[src/rtl/srp_pkg.sv]
package srp_pkg;

  typedef enum logic [1:0] {
    OP_ADDR   = 2'd0,
    OP_WDATA  = 2'd1,
    OP_IGNORE = 2'd2,
    OP_READ   = 2'd3
  } srp_op_e;

  // Mode pins -> strobe meaning
  function automatic srp_op_e srp_decode(input logic rnw, input logic dna);
    case ({rnw, dna})
      2'b00:   return OP_ADDR;
      2'b01:   return OP_WDATA;
      2'b11:   return OP_READ;
      default: return OP_IGNORE;
    endcase
  endfunction

endpackage

[src/rtl/srp_sync.sv]
module srp_sync #(
  parameter int           W       = 1,
  parameter logic [W-1:0] RST_VAL = '0
) (
  input  logic         clk,
  input  logic         rst_n,
  input  logic [W-1:0] d,
  output logic [W-1:0] q
);
  logic [W-1:0] meta_q;
  logic [W-1:0] sync_q;

  always_ff @(posedge clk or negedge rst_n) begin
    if (!rst_n) begin
      meta_q <= RST_VAL;
      sync_q <= RST_VAL;
    end else begin
      meta_q <= d;
      sync_q <= meta_q;
    end
  end

  assign q = sync_q;
endmodule

[src/rtl/srp_regfile.sv]
module srp_regfile #(
  parameter int ADDR_W   = 6,
  parameter int DATA_W   = 8,
  parameter int FLAG_BIT = 4
) (
  input  logic              clk,
  input  logic              rst_n,
  input  logic              wr_en,
  input  logic [ADDR_W-1:0] wr_addr,
  input  logic [DATA_W-1:0] wr_data,
  input  logic [ADDR_W-1:0] rd_addr,
  output logic [DATA_W-1:0] rd_data
);
  localparam int DEPTH = 1 << ADDR_W;

  logic [DATA_W-1:0] mem [DEPTH];

  always_ff @(posedge clk or negedge rst_n) begin
    if (!rst_n) begin
      for (int i = 0; i < DEPTH; i++) mem[i] <= '0;
    end else if (wr_en) begin
      mem[wr_addr] <= wr_data;
    end
  end

  assign rd_data = mem[rd_addr];

  AST_WRITE_LANDS: assert property (@(posedge clk) disable iff (!rst_n)
    wr_en |=> mem[$past(wr_addr)] == $past(wr_data));
  AST_FLAG_NO_WRITE: assert property (@(posedge clk) disable iff (!rst_n)
    wr_en |-> !wr_addr[FLAG_BIT]);
endmodule

[src/rtl/srp_seq.sv]
module srp_seq
  import srp_pkg::*;
#(
  parameter int ADDR_W      = 6,
  parameter int DATA_W      = 8,
  parameter int FLAG_BIT    = 4,
  parameter bit RET_ON_RISE = 1'b1
) (
  input  logic              clk,
  input  logic              rst_n,
  input  logic              strb_n_s,
  input  logic              rnw_s,
  input  logic              dna_s,
  input  logic [DATA_W-1:0] bus_s,
  input  logic [DATA_W-1:0] rf_rd_data,
  output logic [ADDR_W-1:0] rf_rd_addr,
  output logic              wr_en,
  output logic [ADDR_W-1:0] wr_addr,
  output logic [DATA_W-1:0] wr_data,
  output logic              host_phase,
  output logic              show_rd,
  output logic [DATA_W-1:0] rd_data
);
  // Address register with the flag bit removed
  function automatic logic [ADDR_W-1:0] target_of(input logic [ADDR_W-1:0] a);
    logic [ADDR_W-1:0] m;
    m = '1;
    m[FLAG_BIT] = 1'b0;
    return a & m;
  endfunction

  logic              strb_d;
  logic              strb_fall;
  logic              strb_rise;
  srp_op_e           op;
  logic              addr_evt;
  logic              rd_evt;
  logic              leave_evt;
  logic [ADDR_W-1:0] addr_q;
  logic              armed;

  always_ff @(posedge clk or negedge rst_n) begin
    if (!rst_n) strb_d <= 1'b1;
    else        strb_d <= strb_n_s;
  end

  assign strb_fall  = strb_d & ~strb_n_s;
  assign strb_rise  = ~strb_d & strb_n_s;
  assign op         = srp_decode(rnw_s, dna_s);
  assign addr_evt   = strb_fall && (op == OP_ADDR);
  assign wr_en      = strb_fall && (op == OP_WDATA) && !addr_q[FLAG_BIT];
  assign rd_evt     = strb_fall && (op == OP_READ) && armed;
  assign host_phase = ~strb_n_s & ~rnw_s;
  assign wr_addr    = addr_q;
  assign wr_data    = bus_s;
  assign rf_rd_addr = target_of(addr_q);

  generate
    if (RET_ON_RISE) begin : g_ret_rise
      assign leave_evt = strb_rise;
    end else begin : g_ret_next
      assign leave_evt = strb_fall;
    end
  endgenerate

  always_ff @(posedge clk or negedge rst_n) begin
    if (!rst_n) begin
      addr_q <= '0;
      armed  <= 1'b0;
    end else if (addr_evt) begin
      addr_q <= bus_s[ADDR_W-1:0];
      armed  <= bus_s[FLAG_BIT];
    end
  end

  always_ff @(posedge clk or negedge rst_n) begin
    if (!rst_n) begin
      show_rd <= 1'b0;
      rd_data <= '0;
    end else if (rd_evt) begin
      show_rd <= 1'b1;
      rd_data <= rf_rd_data;
    end else if (leave_evt) begin
      show_rd <= 1'b0;
    end
  end

  AST_READ_ENTERS: assert property (@(posedge clk) disable iff (!rst_n)
    rd_evt |=> show_rd && (rd_data == $past(rf_rd_data)));
  AST_ARM_FOLLOWS_FLAG: assert property (@(posedge clk) disable iff (!rst_n)
    addr_evt |=> armed == $past(bus_s[FLAG_BIT]));
  AST_UNARMED_READ: assert property (@(posedge clk) disable iff (!rst_n)
    (strb_fall && op == OP_READ && !armed && !show_rd) |=> !show_rd);
  AST_IGNORED_KEEPS_ADDR: assert property (@(posedge clk) disable iff (!rst_n)
    (strb_fall && op == OP_IGNORE) |=> $stable(addr_q) && $stable(armed));
  AST_RETURN_POLICY: assert property (@(posedge clk) disable iff (!rst_n)
    (leave_evt && !rd_evt) |=> !show_rd);
endmodule

[src/rtl/strobed_regport.sv]
module strobed_regport #(
  parameter int ADDR_W      = 6,
  parameter int DATA_W      = 8,
  parameter int FLAG_BIT    = 4,
  parameter bit RET_ON_RISE = 1'b1
) (
  input  logic              clk,
  input  logic              rst_n,
  input  logic              strobe_n,
  input  logic              rnw,
  input  logic              dna,
  input  logic              oe_n,
  input  logic [DATA_W-1:0] bus_in,
  input  logic [DATA_W-1:0] sample_in,
  output logic [DATA_W-1:0] bus_out,
  output logic              bus_oe
);
  localparam int CTL_W = 4;

  logic [CTL_W-1:0]  ctl_s;
  logic [DATA_W-1:0] bus_s;
  logic              strb_n_s;
  logic              oe_n_s;
  logic              rnw_s;
  logic              dna_s;
  logic [ADDR_W-1:0] rf_rd_addr;
  logic [DATA_W-1:0] rf_rd_data;
  logic              wr_en;
  logic [ADDR_W-1:0] wr_addr;
  logic [DATA_W-1:0] wr_data;
  logic              host_phase;
  logic              show_rd;
  logic [DATA_W-1:0] rd_data;

  srp_sync #(.W(CTL_W), .RST_VAL(4'b1100)) u_ctl_sync (
    .clk(clk), .rst_n(rst_n),
    .d({strobe_n, oe_n, rnw, dna}), .q(ctl_s)
  );

  srp_sync #(.W(DATA_W), .RST_VAL('0)) u_bus_sync (
    .clk(clk), .rst_n(rst_n), .d(bus_in), .q(bus_s)
  );

  assign {strb_n_s, oe_n_s, rnw_s, dna_s} = ctl_s;

  srp_seq #(
    .ADDR_W(ADDR_W), .DATA_W(DATA_W), .FLAG_BIT(FLAG_BIT), .RET_ON_RISE(RET_ON_RISE)
  ) u_seq (
    .clk(clk), .rst_n(rst_n),
    .strb_n_s(strb_n_s), .rnw_s(rnw_s), .dna_s(dna_s), .bus_s(bus_s),
    .rf_rd_data(rf_rd_data), .rf_rd_addr(rf_rd_addr),
    .wr_en(wr_en), .wr_addr(wr_addr), .wr_data(wr_data),
    .host_phase(host_phase), .show_rd(show_rd), .rd_data(rd_data)
  );

  srp_regfile #(.ADDR_W(ADDR_W), .DATA_W(DATA_W), .FLAG_BIT(FLAG_BIT)) u_rf (
    .clk(clk), .rst_n(rst_n),
    .wr_en(wr_en), .wr_addr(wr_addr), .wr_data(wr_data),
    .rd_addr(rf_rd_addr), .rd_data(rf_rd_data)
  );

  assign bus_oe  = ~oe_n_s & ~host_phase;
  assign bus_out = show_rd ? rd_data : sample_in;

  AST_HOST_GETS_BUS: assert property (@(posedge clk) disable iff (!rst_n)
    (wr_en || (!strb_n_s && !rnw_s)) |-> !bus_oe);
  AST_NO_WRITE_DURING_READ: assert property (@(posedge clk) disable iff (!rst_n)
    (show_rd && $past(show_rd)) |-> $stable(bus_out));
endmodule

[config.mk]
export PLATFORM = sky130hd
export DESIGN_NAME = strobed_regport
export DESIGN_NICKNAME = d
export VERILOG_FILES = /design/src/rtl/srp_pkg.sv /design/src/rtl/srp_sync.sv /design/src/rtl/srp_regfile.sv /design/src/rtl/srp_seq.sv /design/src/rtl/strobed_regport.sv
export SDC_FILE = /design/constraint.sdc
export NUM_CORES = 1
export LEC_CHECK = 0
export BUFFER_PORTS_ARGS = -buffer_cell sky130_fd_sc_hd__buf_2
export CAP_MARGIN = 20
export CORE_MARGIN = 8
export CORE_UTILIZATION = 50
export CTS_CLUSTER_SIZE = 8
export DETAILED_ROUTE_END_ITERATION = 12
export PLACE_DENSITY = 0.77
export SLEW_MARGIN = 5
export SYNTH_ARGS = -nofsm -noshare
export SYNTH_HDL_FRONTEND = slang
export SYNTH_SLANG_ARGS = --single-unit
[constraint.sdc]
create_clock -name clk -period 2.31 [get_ports clk]
set_input_delay 0.462 -clock clk [delete_from_list [all_inputs] [get_ports clk]]
set_output_delay 0.462 -clock clk [all_outputs]
set_load 0.005 [all_outputs]
==> out/results.tsv <==
stage	metric	value	unit
routing	met2 WL post-DR	17000	um
setup_path	slowest stage cell, crit path	dfrtp_4	
power	pwr dens	892	mW/mm^2
cells_and_area	layout cells sized above 1	46.4	%
logic_synthesis	Post-synth ARST share	100	%
timing	crit path time final	2.32	ns
place	DP Cell Count	1352	
place	Final GP Congestion	0.971	
setup_path	CP required	2.71	ns
routing	uppermost routed layer	met4	
job	Max-Cap Viols	0	
clocking	CTS Buf Count	42	
global_route	initial antenna violation count	0	
global_route	first-pass GRT wire length	56900	um
setup_path	Startpoint Class	flop	
place	pre-CTS setup slack	-0.141	ns
cells_and_area	Layout Nets	1085	
routing	Vias/cell	6.45	
clocking	CTS tree	built	
clocking	Reg clk slew, reported paths	0.06	ns
setup_path	max incr delay on CP	0.54	ns
clocking	Clock Tree Root	clkbuf_16	
cells_and_area	# fillers	2003	
setup_path	CP Capture Type	flop	
logic_synthesis	Ys Warns	0	
logic_synthesis	gate count of the mapped netlist	966	
power	Power, Total	13.8	mW
timing	RSZ-0062 raised after global routing	false	
clocking	H-tree levels	2	
setup_path	CP Class	flop to flop	
die	Initial Utilization	50.8	%
clocking	clk sinks	296	
die	die width	178	um
routing	# DRC	0	
place	post-DP HPWL	23900	um
logic_synthesis	EDFF count, synth	0	
die	Core Box Area	0.0260	mm^2
routing	Initial DRT Pass Iterations	5	
global_route	vias in the first global route	9351	
clocking	worst skew pair latency	0.54	ns
die	die height	178	um
setup_path	R2R Path Start	u_seq.wr_addr[0]	
setup_path	CP Cell Sequence	and2_1 -> buf_4 -> a221oi_1 -> nor2_1 -> o31ai_1 -> o221ai_1	
logic_synthesis	Avg Inst Size Synth	13.7	um^2
routing	routed len/inst	25.8	um
setup_path	CP endpoint	u_seq.rd_data[2]	
setup_path	Worst R2R Setup Slack	-0.008	ns
timing	fin crit share	100	%
logic_synthesis	syn nets	988	
cells_and_area	ANT cells	0	
logic_synthesis	Mapped Area	0.0132	mm^2
cells_and_area	most frequent cells in the layout	291 x mux2_2, 288 x dfrtp_1, 80 x buf_4	
place	input/output buffers	30	
routing	Detailed Route Iter0 Violations	950	
logic_synthesis	Seq/Total Area, Yosys	56.2	%
timing	Slew Viols, Final	0	
outcome	outcome	complete, but fails checks	
timing	total negative setup slack	-0.00818	ns
setup_path	crit-path max FO	9	
timing	fmax	431	MHz
timing	Final Setup Violations	1	
logic_synthesis	synth unique cells	53	
timing	Fin. Hold Viols	0	
setup_path	RR Endpoint	u_seq.rd_data[2]	
die	Std-Cell Rows	59	
global_route	largest net degree at the start of global routing	67	
routing	Total Wirelength	36400	um
power	Worst VDD drop	629	uV
setup_path	crit path DAT	2.72	ns
clocking	Clock Tree Buf Depth	3	
cells_and_area	leading cell type in the layout, fill and taps excluded	mux2_2	
die	Ports	31	
routing	WL met1	14400	um
worst_hold_path	worst min-delay path class	input port to flop	
setup_path	crit path from	u_seq.wr_addr[0]	
cells_and_area	Layout area overhead	17.0	%
routing	met3 wire len	3210	um
timing	fin worst setup slack	-0.00818	ns
setup_path	worst reg2reg path depth	6	
cells_and_area	post-route insts no fill	1408	
outcome	failing checks	negative setup slack	
logic_synthesis	#FFs+latches synth	296	
logic_synthesis	predominant post-synthesis flop cell	dfrtp_1	
power	P_leak	7.41	nW
global_route	grt ovf	0	
global_route	Total GRT Usage	23.4	%
timing	Layout Skew	0.0203	ns
routing	DRT antenna net count	0	
routing	via count	9079	
timing	Worst-Margin Slew	0.758	ns
die	Die Area	0.0318	mm^2
timing	Max-slew headroom	49.4	%
[report_power, final]
group          switching (mW)  internal, mW
Sequential              0.329          5.65
Clock                    2.15          3.25
Combinational            1.38         0.999
[metal layers]
metal / GRT usage, % / vias up
met2: 36.9 / 471
met1: 30.4 / 4679
met5: 0 / -
li1: - / 3793
met4: 11.8 / 0
met3: 4.57 / 136
[flip-flops by register name, summed over array words and instances, names as in the netlist]
| signal | cells |
|---|---|
| u_bus_sync.meta_q | 8 |
| u_seq.wr_addr | 6 |
| u_rf.mem | 256 |
| u_seq.strb_d | 1 |
| u_bus_sync.q | 8 |
| u_ctl_sync.q | 4 |
| u_seq.rd_data | 8 |
| u_seq.show_rd | 1 |
| u_ctl_sync.meta_q | 4 |
[synthesized netlist by cell type (2+ instances only)]
cell type	number	area [um^2]
a211oi_1	8	60.1
a21oi_1	17	85.1
a221o_1	7	70.1
a221oi_1	42	368
a22o_1	4	35.0
a22oi_1	17	128
a2bb2oi_1	2	17.5
a31oi_1	2	12.5
a32oi_1	2	17.5
and2_1	3	18.8
and3_1	3	18.8
buf_1	3	11.3
buf_2	20	100
clkbuf_1	45	169
clkinv_1	4	15.0
dfrtp_1	291	7280
dfstp_2	5	131
inv_1	3	11.3
mux2_1	5	56.3
mux2_2	291	3280
mux2i_1	26	260
mux4_2	2	45.0
nand2_1	35	131
nand2_2	14	87.6
nand2b_1	4	25.0
nand3_1	4	20.0
nand3_2	2	20.0
nor2_1	15	56.3
nor2b_1	8	50.1
nor3_1	3	15.0
nor3_2	5	50.1
nor3_4	2	32.5
o211ai_1	8	60.1
o21ai_0	24	120
o221ai_1	8	70.1
o22ai_1	9	56.3
o2bb2ai_1	3	26.3
o311ai_0	2	17.5
o31ai_1	4	30.0
[repair_timing]
| item | in CTS | in global routing |
|---|---|---|
| setup endpoints to repair | 1 | 12 |
| hold buffers | 1 | 0 |
| hold endpoints to repair | 51 | 0 |
| resized for setup | 1 | 4 |
| buffers inserted | 0 | 1 |
| cloned | 0 | 0 |
[layout make-up]
| cell class | instances | area, um^2 | share of cell area [%] |
|---|---|---|---|
| timing repair buffer | 122 | 976 | 6.32 |
| tap | 335 | 419 | 2.71 |
| sequential | 296 | 7420 | 48.1 |
| clock buffer | 51 | 1080 | 7.03 |
| clock inverter | 3 | 33.8 | 0.219 |
| inverter | 7 | 26.3 | 0.170 |
| multi-input combinational | 594 | 5480 | 35.5 |
[worst max-delay path, delay by kind of cell (launching register included)]
family | cells | cell delay (ns)
flops | 1 | 0.54
buf+inv | 1 | 0.27
simple gates | 2 | 0.46
compound gates | 3 | 0.90
[metrics by stage]
stage / area, um^2 / util, % / hold slack [ns]
3_5_place_dp: 14300 / 55.0 / 0.336
3_3_place_gp: 14300 / 55.0 / 0.332
5_1_grt: 15400 / 59.4 / 0.0137
6_report: 15400 / 59.4 / 0.0268
4_1_cts: 15400 / 59.3 / 0.0156
2_1_floorplan: 13200 / - / 0.166
[cells by family (layout without fill, tap and decap cells)]
group,count (synthesis),after routing,synth area share [%]
buffers and inverters,76,183,2.38
flip-flops,296,296,56.2
AND/OR/NAND/NOR,108,108,4.76
AO/OA/AOI/OAI,162,162,9.09
multiplexers,324,324,27.6
[worst min path at each step]
stage	cells after the start	slack (ns)	end	startpoint
3_5_place_dp	0	0.34	u_bus_sync.q[1]	u_bus_sync.meta_q[1]
5_1_grt	1	0.01	u_ctl_sync.meta_q[2]	oe_n
3_3_place_gp	0	0.33	u_bus_sync.q[5]	u_bus_sync.meta_q[5]
2_1_floorplan	0	0.17	u_bus_sync.meta_q[0]	rst_n
4_1_cts	1	0.02	u_bus_sync.meta_q[0]	bus_in[0]
6_report	1	0.03	u_ctl_sync.meta_q[2]	oe_n
No activity file was read; power rests on OpenSTA's default activity.
